[src/rtl/atten_ctl_pkg.sv]
package atten_ctl_pkg;

  localparam int PRESET_W = 2;

  typedef enum logic {
    ST_WAIT = 1'b0,
    ST_RUN  = 1'b1
  } boot_t;

endpackage

[src/rtl/atten_rst_sync.sv]
module atten_rst_sync #(
  parameter int STAGES = 2
) (
  input  logic clk,
  input  logic rst_n,
  output logic rst_ns
);

  logic [STAGES-1:0] chain_q;
  logic [STAGES-1:0] chain_d;

  always_comb begin
    chain_d = {chain_q[STAGES-2:0], 1'b1};
  end

  always_ff @(posedge clk or negedge rst_n) begin
    if (!rst_n) chain_q <= '0;
    else        chain_q <= chain_d;
  end

  assign rst_ns = chain_q[STAGES-1];

endmodule

[src/rtl/atten_in_sync.sv]
module atten_in_sync #(
  parameter int WIDTH  = 8,
  parameter int STAGES = 2
) (
  input  logic             clk,
  input  logic             rst_ns,
  input  logic [WIDTH-1:0] din,
  output logic [WIDTH-1:0] dout
);

  genvar b;
  generate
    for (b = 0; b < WIDTH; b++) begin : g_bit
      logic [STAGES-1:0] st_q;
      logic [STAGES-1:0] st_d;

      always_comb begin
        st_d = {st_q[STAGES-2:0], din[b]};
      end

      always_ff @(posedge clk or negedge rst_ns) begin
        if (!rst_ns) st_q <= '0;
        else         st_q <= st_d;
      end

      assign dout[b] = st_q[STAGES-1];
    end
  endgenerate

endmodule

[src/rtl/atten_shift.sv]
module atten_shift #(
  parameter int WORD_W = 6
) (
  input  logic              clk,
  input  logic              rst_ns,
  input  logic              mode_s,
  input  logic              sclk_s,
  input  logic              sdata_s,
  output logic [WORD_W-1:0] sr_word,
  output logic              ser_out,
  output logic              rise,
  output logic              fall
);

  logic              sclk_q;
  logic [WORD_W-1:0] sr_q, sr_d;
  logic              so_q, so_d;
  logic              shift_en;

  assign rise     = sclk_s & ~sclk_q;
  assign fall     = ~sclk_s & sclk_q;
  assign shift_en = mode_s & rise;

  always_comb begin
    sr_d = sr_q;
    so_d = so_q;
    if (shift_en) sr_d = {sr_q[WORD_W-2:0], sdata_s};
    if (fall)     so_d = sr_q[WORD_W-1];
  end

  always_ff @(posedge clk or negedge rst_ns) begin
    if (!rst_ns) begin
      sclk_q <= 1'b0;
      sr_q   <= '0;
      so_q   <= 1'b0;
    end else begin
      sclk_q <= sclk_s;
      sr_q   <= sr_d;
      so_q   <= so_d;
    end
  end

  assign sr_word = sr_q;
  assign ser_out = so_q;

endmodule

[src/rtl/atten_latch.sv]
module atten_latch
  import atten_ctl_pkg::*;
#(
  parameter int WORD_W      = 6,
  parameter int SYNC_STAGES = 2
) (
  input  logic                clk,
  input  logic                rst_ns,
  input  logic                mode_s,
  input  logic                le_s,
  input  logic [PRESET_W-1:0] preset_s,
  input  logic [WORD_W-1:0]   par_s,
  input  logic [WORD_W-1:0]   sr_word,
  output logic [WORD_W-1:0]   atten_word,
  output logic                run
);

  localparam int CNT_W = $clog2(SYNC_STAGES + 1);
  localparam logic [CNT_W-1:0] CNT_LAST = CNT_W'(SYNC_STAGES);

  boot_t             st_q, st_d;
  logic [CNT_W-1:0]  cnt_q, cnt_d;
  logic [WORD_W-1:0] word_q, word_d;
  logic [WORD_W-1:0] preset_word;
  logic [WORD_W-1:0] pup_word;

  always_comb begin
    case (preset_s)
      2'b01:   preset_word = {1'b1, {(WORD_W-1){1'b0}}};
      2'b10:   preset_word = {2'b01, {(WORD_W-2){1'b0}}};
      2'b11:   preset_word = '1;
      default: preset_word = '0;
    endcase
  end

  always_comb begin
    if (mode_s || le_s) pup_word = par_s;
    else                pup_word = preset_word;
  end

  always_comb begin
    st_d   = st_q;
    cnt_d  = cnt_q;
    word_d = word_q;
    case (st_q)
      ST_WAIT: begin
        if (cnt_q == CNT_LAST) begin
          st_d   = ST_RUN;
          word_d = pup_word;
        end else begin
          cnt_d = cnt_q + 1'b1;
        end
      end
      default: begin
        if (le_s) word_d = mode_s ? sr_word : par_s;
      end
    endcase
  end

  always_ff @(posedge clk or negedge rst_ns) begin
    if (!rst_ns) begin
      st_q   <= ST_WAIT;
      cnt_q  <= '0;
      word_q <= '0;
    end else begin
      st_q   <= st_d;
      cnt_q  <= cnt_d;
      word_q <= word_d;
    end
  end

  assign atten_word = word_q;
  assign run        = (st_q == ST_RUN);

endmodule

[src/rtl/atten_ctl_if.sv]
module atten_ctl_if
  import atten_ctl_pkg::*;
#(
  parameter int WORD_W      = 6,
  parameter int SYNC_STAGES = 2
) (
  input  logic                clk,
  input  logic                rst_n,
  input  logic                ser_mode,
  input  logic                ser_data,
  input  logic                ser_clk,
  input  logic                latch_en,
  input  logic [WORD_W-1:0]   par_word,
  input  logic [PRESET_W-1:0] preset_sel,
  output logic [WORD_W-1:0]   atten_word,
  output logic                ser_out
);

  localparam int IN_W = WORD_W + PRESET_W + 4;

  logic                rst_ns;
  logic [IN_W-1:0]     in_raw, in_s;
  logic                mode_s, sdata_s, sclk_s, le_s;
  logic [PRESET_W-1:0] preset_s;
  logic [WORD_W-1:0]   par_s;
  logic [WORD_W-1:0]   sr_word;
  logic                rise, fall, run;

  assign in_raw = {ser_mode, ser_data, ser_clk, latch_en, preset_sel, par_word};
  assign {mode_s, sdata_s, sclk_s, le_s, preset_s, par_s} = in_s;

  atten_rst_sync #(.STAGES(SYNC_STAGES)) u_rst (
    .clk(clk), .rst_n(rst_n), .rst_ns(rst_ns)
  );

  atten_in_sync #(.WIDTH(IN_W), .STAGES(SYNC_STAGES)) u_sync (
    .clk(clk), .rst_ns(rst_ns), .din(in_raw), .dout(in_s)
  );

  atten_shift #(.WORD_W(WORD_W)) u_shift (
    .clk(clk), .rst_ns(rst_ns), .mode_s(mode_s), .sclk_s(sclk_s),
    .sdata_s(sdata_s), .sr_word(sr_word), .ser_out(ser_out),
    .rise(rise), .fall(fall)
  );

  atten_latch #(.WORD_W(WORD_W), .SYNC_STAGES(SYNC_STAGES)) u_latch (
    .clk(clk), .rst_ns(rst_ns), .mode_s(mode_s), .le_s(le_s),
    .preset_s(preset_s), .par_s(par_s), .sr_word(sr_word),
    .atten_word(atten_word), .run(run)
  );

endmodule

[config.mk]
export PLATFORM = sky130hd
export DESIGN_NAME = atten_ctl_if
export DESIGN_NICKNAME = d
export VERILOG_FILES = /design/src/rtl/atten_ctl_pkg.sv /design/src/rtl/atten_rst_sync.sv /design/src/rtl/atten_in_sync.sv /design/src/rtl/atten_shift.sv /design/src/rtl/atten_latch.sv /design/src/rtl/atten_ctl_if.sv
export SDC_FILE = /design/constraint.sdc
export NUM_CORES = 1
export LEC_CHECK = 0
export BUFFER_PORTS_ARGS = -buffer_cell sky130_fd_sc_hd__clkbuf_2
export CAP_MARGIN = 25
export CORE_MARGIN = 4
export CORE_UTILIZATION = 50
export CTS_CLUSTER_DIAMETER = 80
export DETAILED_ROUTE_END_ITERATION = 7
export PLACE_DENSITY = 0.68
export SKIP_CTS_REPAIR_TIMING = 1
export SLEW_MARGIN = 20
export SYNTH_ARGS = -nofsm -noshare
export SYNTH_HDL_FRONTEND = slang
export SYNTH_SLANG_ARGS = --single-unit
[constraint.sdc]
create_clock -name clk -period 1.7 [get_ports clk]
set_input_delay 0 -clock clk [delete_from_list [all_inputs] [get_ports clk]]
set_output_delay 0 -clock clk [all_outputs]
set_load 0.01 [all_outputs]
==> summary.txt, run 1 <==
Routing
  • Vias per Instance: 5.048
  • Final WL: approximately 2100 um
  • First-pass DRT Iterations: 2
  • DRC violations left: 0
  • Post-route ant nets: 0
  • DR iter-0 viols: 10
  • Via count: 833
  • Routed length per placed instance: ~13 um

Synth
  • Synth Register Bits: 43
  • Seq/Total Area, Yosys: 73.57%
  • Post-synthesis cell area: about 1500 um^2
  • Mapped Cells: 92
  • Synth unique cells: 19
  • Mapped Nets: 107
  • Yosys warning count: 0
  • Mean post-synth cell area: 15.90 um^2

Global route
  • Vias in the first global route: 760
  • Gr ovfl total: 0
  • First-pass GRT wire length: 3415 um
  • GRT Util Overall: approximately 14%
  • Initial antenna violation count: 0
  • Pin count of the biggest net entering global routing: 42

Setup path
  • Crit Path Category: reg -> reg
  • Max incr delay on CP: 0.44 ns
  • CP Buf/Inv Count: 0
  • Crit-path leading delay family: flip-flops
  • Worst flop-to-flop path startpoint: u_sync.g_bit[8].st_q[1]
  • Crit. Startpoint: u_sync.g_bit[8].st_q[1]
  • Critical Path, Cell by Cell: or2_1 > mux2i_1 > o221ai_1
  • CP arrival: 1.50 ns
  • CP Launch Type: flop
  • Critical Path RT: 1.93 ns
  • Slowest cell on the critical path: dfrtp_1
  • CP endpoint kind: flop
  • CP max FO: 6

Clocking
  • CTS tree: done
  • CTS sink cnt: 43
  • H-tree depth: 2
  • CTS max path bufs: 2
  • Total CTS buffers: 5
  • Root Driver: clkbuf_4
  • Worst skew pair latency: 0.36 ns
  • Reg clk slew, reported paths: 0.12 ns

Power and ir drop
  • Leakage: 0.8653 nW
  • Pwr Density: 1186 nW/um^2
  • Worst IR Drop VDD: 1008 uV

STA
  • Setup Viol. Count Final: 0
  • Hold Violations, Final: 0
  • Final period util: 74.29%
  • Worst Skew: 0.009243 ns
  • Setup TNS: 0 ns
  • Count of pins over their slew limit: 0
  • Fmax: approximately 800 MHz
  • RSZ-0062 raised after global routing: no
  • Tmin final: 1.263 ns

Cells and area
  • Fill count: 209
  • Most common cell after layout, fill and taps aside: dfrtp_1
  • Area grow syn2layout: 24.72%
  • Most frequent cells in the layout: dfrtp_1, clkbuf_2, dlygate4sd3_1, mux2i_1, o221ai_1
  • Fin area: 1824 um^2
  • Final net count: 148
  • Number of inserted diodes: 0
  • Final Util: 65.59%
  • Layout cells sized above 1: 26.12%

Placed design
  • Routability-driven placement congestion ratio: 0.8011
  • # port buffers: 20
  • Placed Instance Area: approximately 1600 um^2
  • Post-DP HPWL: 1419 um

Floorplan
  • CORE AREA: approximately 2800 um^2
  • Initial Util: 52.59%
  • # IOs: 21
  • Die Wd: around 62 um
  • Vert. Die Dim: 62.09 um
  • FP Rows: 19
  • Die area: ~3900 um^2

Outcome
  • Status: finished, final reports clean

Min path
  • HP Class: in -> reg
  • Hold Startpoint: par_word[2]

Run
  • Max Cap Viol: 0
worst reg2reg max path, delay by kind of cell (launching register included):
| family | cells | cell delay, ns |
|---|---|---|
| AND/OR/NAND/NOR | 1 | 0.34 |
| AO/OA/AOI/OAI | 1 | 0.15 |
| multiplexers | 1 | 0.23 |
| flip-flops | 1 | 0.44 |
report_power, final:
part / switching, mW / internal (mW) / leakage, nW
sequential: 0.0778 / 1.15 / 0.507
clock: 0.320 / 0.355 / 0.0489
combinational: 0.114 / 0.146 / 0.310
cell usage after synthesis:
cell | n | area (um^2)
xnor2_1 | 1 | 8.760
or2_1 | 1 | 6.260
nand2b_1 | 2 | 12.51
mux2_2 | 3 | 33.78
nand3b_2 | 1 | 11.26
and4bb_2 | 1 | 12.51
a21oi_1 | 5 | 25.02
inv_1 | 2 | 7.510
conb_1 | 1 | 3.750
o21ai_0 | 2 | 10.01
o221ai_1 | 6 | 52.55
nand2_1 | 5 | 18.77
nor2b_1 | 1 | 6.260
mux2_1 | 4 | 45.04
ha_1 | 1 | 12.51
mux2i_1 | 9 | 90.09
buf_6 | 2 | 22.52
dfrtp_1 | 43 | 1076
nor2_1 | 2 | 7.510
logic make-up (layout without fill, tap and decap cells):
group | Yosys count | count (layout) | synth area share (%)
AND/OR/NAND/NOR | 13 | 13 | 5.133
other | 1 | 1 | 0.2564
multiplexers | 16 | 16 | 11.55
AO/OA/AOI/OAI | 13 | 13 | 5.988
XOR/XNOR | 1 | 1 | 0.5989
adder cells (fa/ha/maj) | 1 | 1 | 0.8553
flip-flops | 43 | 43 | 73.57
buffers and inverters | 4 | 46 | 2.053
final timing paths:
path	to	slack [ns]	cells after the start
hold / removal	u_sync.g_bit[2].st_q[0]	0.28	2
min in group asynchronous	u_latch.atten_word[2]	0.29	1
setup reg to reg	u_latch.atten_word[5]	0.44	3
hold reg to reg	u_latch.atten_word[2]	0.29	1
setup / recovery	u_latch.atten_word[5]	0.44	3
max in group asynchronous	u_rst.chain_q[1]	1.07	3
routing by layer:
metal	wire [um]	vias to the layer above	global-route usage, %
li1	-	403	-
met1	830	400	14.68
met2	1062	22	19.97
met3	138	8	4.752
met4	84	0	13.94
met5	0	-	0
stage by stage:
step | setup WS, ns | hold WS (ns) | power [mW] | instances
floorplan | 0.4148 | -0.2956 | 1.389 | 92
CTS | 0.4446 | -0.6083 | 2.165 | 151
finish | 0.4370 | 0.2811 | 2.164 | 165
global placement | 0.4984 | -0.2143 | 1.486 | 143
detailed placement | 0.4965 | -0.2127 | 1.492 | 143
global route | 0.3083 | 0.2636 | 2.285 | 165
area by class of cell:
class	instances	area [um^2]	share of cell area, %
Sequential cell	43	1076	58.98
Multi-Input combinational cell	45	356.6	19.55
Timing Repair Buffer	36	255.2	13.99
Clock buffer	6	51.30	2.812
Clock inverter	2	38.79	2.126
Tap cell	31	38.79	2.126
Inverter	2	7.507	0.4115
sequential cells by signal (all words and copies together) (netlist names):
| register | cells |
|---|---|
| u_sync.g_bit.st_q | 24 |
| u_latch.atten_word | 6 |
| u_shift.sr_word | 6 |
| u_latch.cnt_q | 2 |
| u_rst.chain_q | 2 |
| u_latch.run | 1 |
| u_shift.sclk_q | 1 |
| u_shift.ser_out | 1 |
Power figures use the tool's default switching activity.
==> run 2, diff against run 1 <==
Clock period 1.7 ns to 1.3 ns, I/O delays scaled along.
==> summary.txt, run 2 (synthesis results as in run 1) <==
Cells and area
  • Most common cell after layout, fill and taps aside: dfrtp_1
  • Reg with most FFs: u_sync.g_bit.st_q
  • Final net count: 149
  • Number of inserted diodes: 0
  • Fill count: 197
  • Final Util: 65.41%
  • Layout cells sized above 1: 26.87%
  • Largest register FFs: 24
  • Area grow syn2layout: 24.38%
  • Most frequent cells in the layout: dfrtp_1, clkbuf_2, dlygate4sd3_1, mux2i_1, o221ai_1

STA
  • Final period util: 93.37%
  • Worst Skew: approximately 0.016 ns
  • Hold slack: around 0.29 ns
  • RSZ-0062 raised after global routing: no
  • Setup TNS: 0 ns
  • Hold Violations, Final: 0
  • Setup Viol. Count Final: 0
  • Fmax: 823.8 MHz
  • Count of pins over their slew limit: 0
  • Tmin final: 1.214 ns

Setup path
  • Worst flop-to-flop path startpoint: u_sync.g_bit[11].st_q[1]
  • Crit. Startpoint: u_sync.g_bit[11].st_q[1]
  • Reg2Reg Depth: 3
  • Max incr delay on CP: 0.47 ns
  • CP endpoint kind: flop
  • Crit Path Category: reg -> reg
  • CP Launch Type: flop
  • CP max FO: 6
  • Critical Path RT: around 1.5 ns
  • Critical Path, Cell by Cell: or2_4 > mux2i_1 > o221ai_1
  • CP arrival: roughly 1.5 ns
  • Worst R2R End: u_latch.atten_word[4]
  • Flop2flop setup slack: 0.09 ns
  • Slowest cell on the critical path: dfrtp_1

Floorplan
  • Initial Util: 52.59%
  • Die area: 3855 um^2
  • Die Wd: 62.09 um
  • CORE AREA: 2781 um^2
  • # IOs: 21
  • FP Rows: 19
  • Vert. Die Dim: roughly 62 um

Power and ir drop
  • Pwr Density: 1518 nW/um^2
  • Worst IR Drop VDD: approximately 1400 uV
  • Leakage: 0.8607 nW

Global route
  • Vias in the first global route: 763
  • Gr ovfl total: 0
  • Initial antenna violation count: 0
  • Pin count of the biggest net entering global routing: 42
  • GRT Util Overall: between 10% and 20%
  • First-pass GRT wire length: 3477 um

Routing
  • Via count: about 850
  • Routed length per placed instance: 14.36 um
  • Vias per Instance: ~5.1
  • DR iter-0 viols: 19
  • First-pass DRT Iterations: 4
  • DRC violations left: 0
  • Final WL: 2370 um
  • Post-route ant nets: 0

Min path
  • Hold worst-path end: u_sync.g_bit[11].st_q[0]
  • HP Class: in -> reg
  • Hold Startpoint: ser_mode
  • Hold Path Depth: 2

Clocking
  • Root Driver: clkbuf_4
  • Worst skew pair latency: 0.35 ns
  • CTS tree: done
  • Total CTS buffers: 5
  • CTS sink cnt: 43
  • H-tree depth: 2
  • CTS max path bufs: 2
  • Reg clk slew, reported paths: roughly 0.13 ns

Placed design
  • Post-DP HPWL: 1478 um
  • Routability-driven placement congestion ratio: between 0.8 and 0.9
  • # port buffers: 20

Outcome
  • Status: finished, final reports clean

Run
  • Max Cap Viol: 0
==> run 2: stage by stage <==
step                worst slack [ns]  power, mW  std cells  instance area (um^2)
finish                       0.08613      2.762        165                  1819
global placement              0.1001      1.941        144                  1602
CTS                          0.05994      2.742        151                  1677
floorplan                    0.01476      1.816         92                  1463
global route                 0.01482      2.920        165                  1819
detailed placement           0.05898      1.957        144                  1602
==> run 2: metal layers <==
metal	part of all wire [%]	up-vias	GRT usage (%)
met5	0	-	0
met4	1.6	0	6.364
met3	5.4	5	6.198
met2	52	28	19.67
met1	41	415	16.46
li1	-	401	-
==> run 2: worst max-delay path, delay by kind of cell (launching register included) <==
kind,cells,cell delay (ns)
mux,1,0.18
compound gates,1,0.14
simple gates,1,0.30
flops,1,0.47
==> run 2: area by class of cell <==
type / instances / area, um^2 / area share, %
clock buffer: 5 / 37.54 / 2.063
clock inverter: 2 / 37.54 / 2.063
inverter: 2 / 7.507 / 0.4127
multi-input combinational: 45 / 359.1 / 19.74
sequential: 43 / 1076 / 59.15
tap: 31 / 38.79 / 2.132
timing repair buffer: 37 / 262.8 / 14.44
==> run 2: power breakdown <==
group	total [mW]	switching [mW]	internal (mW)
registers	1.61	0.108	1.51
clock network	0.806	0.412	0.394
logic	0.343	0.150	0.193
==> run 2: worst max-delay path by stage <==
stage / cells past startpoint / end / slack [ns]
2_1_floorplan: 0 / u_latch.atten_word[0] / 0.01
3_3_place_gp: 3 / u_latch.atten_word[4] / 0.10
3_5_place_dp: 3 / u_latch.atten_word[4] / 0.06
4_1_cts: 3 / u_latch.atten_word[4] / 0.06
5_1_grt: 3 / u_latch.atten_word[4] / 0.01
6_report: 3 / u_latch.atten_word[4] / 0.09
==> run 3, diff against run 2 <==
Settings changed: CORE_MARGIN 4 to 1.
==> summary.txt, run 3 (synthesis results as in run 1) <==
Clocking
  • Reg clk slew, reported paths: 0.12 ns
  • Total CTS buffers: 5
  • CTS tree: done
  • Root Driver: clkbuf_4
  • CTS sink cnt: 43
  • CTS max path bufs: 2
  • Worst skew pair latency: 0.35 ns
  • H-tree depth: 2

STA
  • Hold slack: between 0.15 and 0.2 ns
  • Tmin final: about 1.2 ns
  • Hold Violations, Final: 0
  • Fmax: 844.1 MHz
  • Final worst setup slack: 0.1153 ns
  • Setup TNS: 0 ns
  • Worst Skew: 0.006705 ns
  • Count of pins over their slew limit: 0
  • Final period util: slightly above 90%
  • Setup Viol. Count Final: 0
  • RSZ-0062 raised after global routing: no

Cells and area
  • Most frequent cells in the layout: dfrtp_1, clkbuf_2, dlygate4sd3_1, mux2i_1, o221ai_1
  • Largest register FFs: 24
  • Final net count: 149
  • Number of inserted diodes: 0
  • Most common cell after layout, fill and taps aside: dfrtp_1
  • Fin area: 1846 um^2
  • Reg with most FFs: u_sync.g_bit.st_q
  • Fill count: 200
  • Final Util: 66.92%
  • Layout cells sized above 1: between 20% and 30%
  • Area grow syn2layout: 26.18%
  • Final cell count without fillers: 166

Floorplan
  • Initial Util: 53.04%
  • Vert. Die Dim: 56.09 um
  • # IOs: 21
  • Die area: around 3100 um^2
  • Die Wd: 56.09 um
  • FP Rows: 19
  • CORE AREA: 2758 um^2

Run
  • Max Cap Viol: 0

Global route
  • Gr ovfl total: 0
  • Vias in the first global route: 808
  • First-pass GRT wire length: 3498 um
  • Initial antenna violation count: 0
  • Pin count of the biggest net entering global routing: 33
  • GRT Util Overall: 15.75%

Power and ir drop
  • Pwr Density: 1506 nW/um^2
  • Overall Power: 2.779 mW
  • Leakage: 0.8657 nW
  • Worst IR Drop VDD: around 1300 uV

Routing
  • First-pass DRT Iterations: 2
  • Post-route ant nets: 0
  • DRC violations left: 0
  • Final WL: 2137 um
  • DR iter-0 viols: 6
  • Routed length per placed instance: 12.87 um
  • Vias per Instance: approximately 5.1
  • Via count: about 840

Placed design
  • Post-DP HPWL: 1494 um
  • # port buffers: 20
  • Placed Cells: roughly 140
  • Placed Instance Area: about 1600 um^2
  • Pre-CTS WS: 0.04732 ns
  • Routability-driven placement congestion ratio: 0.8589

Setup path
  • CP max FO: 6
  • CP endpoint kind: flop
  • CP arrival: 1.41 ns
  • CP Launch Type: flop
  • Critical Path RT: 1.53 ns
  • Crit Path Category: reg -> reg

Outcome
  • Status: finished, final reports clean

Min path
  • HP Class: reg -> async
## run 3: cell count changes in the layout (fill, tap and decap cells not counted), sizes merged
cell	change
clkinv	+2
clkinvlp	-1
## run 3: critical path: stages, from the launching register on
cell      delay [ns]
dfrtp_2         0.48
or2_4           0.28
a21oi_1         0.16
o221ai_1        0.14
## run 3: final cells by class
class | count | area, um^2 | area share, %
Inverter | 2 | 7.507 | 0.4068
Tap cell | 31 | 38.79 | 2.102
Multi-Input combinational cell | 45 | 365.4 | 19.80
Timing Repair Buffer | 37 | 275.3 | 14.92
Clock inverter | 3 | 43.79 | 2.373
Clock buffer | 5 | 37.54 | 2.034
Sequential cell | 43 | 1077 | 58.37
## run 3: worst paths after layout
| check | start | endpoint | slack, ns | depth (start not counted) |
|---|---|---|---|---|
| setup reg to reg | u_sync.g_bit[11].st_q[1] | u_latch.atten_word[0] | 0.12 | 3 |
| max in group asynchronous | u_rst.chain_q[1] | u_sync.g_bit[11].st_q[1] | 0.64 | 1 |
| hold / removal | u_rst.chain_q[1] | u_sync.g_bit[1].st_q[0] | 0.17 | 0 |
| hold reg to reg | u_rst.chain_q[1] | u_sync.g_bit[1].st_q[0] | 0.17 | 0 |
| min in group clk | ser_clk | u_sync.g_bit[9].st_q[0] | 0.29 | 2 |
| setup / recovery | u_sync.g_bit[11].st_q[1] | u_latch.atten_word[0] | 0.12 | 3 |
## run 3: where the power goes
part / internal (mW) / switching, mW
registers: 1.51 / 0.115
clock network: 0.405 / 0.415
logic: 0.198 / 0.141
total: 2.11 / 0.671
## run 3: layer usage
layer  up-vias  track usage, %  share of wire, %
met4         0           9.408               2.5
met2        18           23.13                51
li1        403               -                 -
met3         7           7.209               4.6
met5         -               0                 0
met1       411           19.11                42
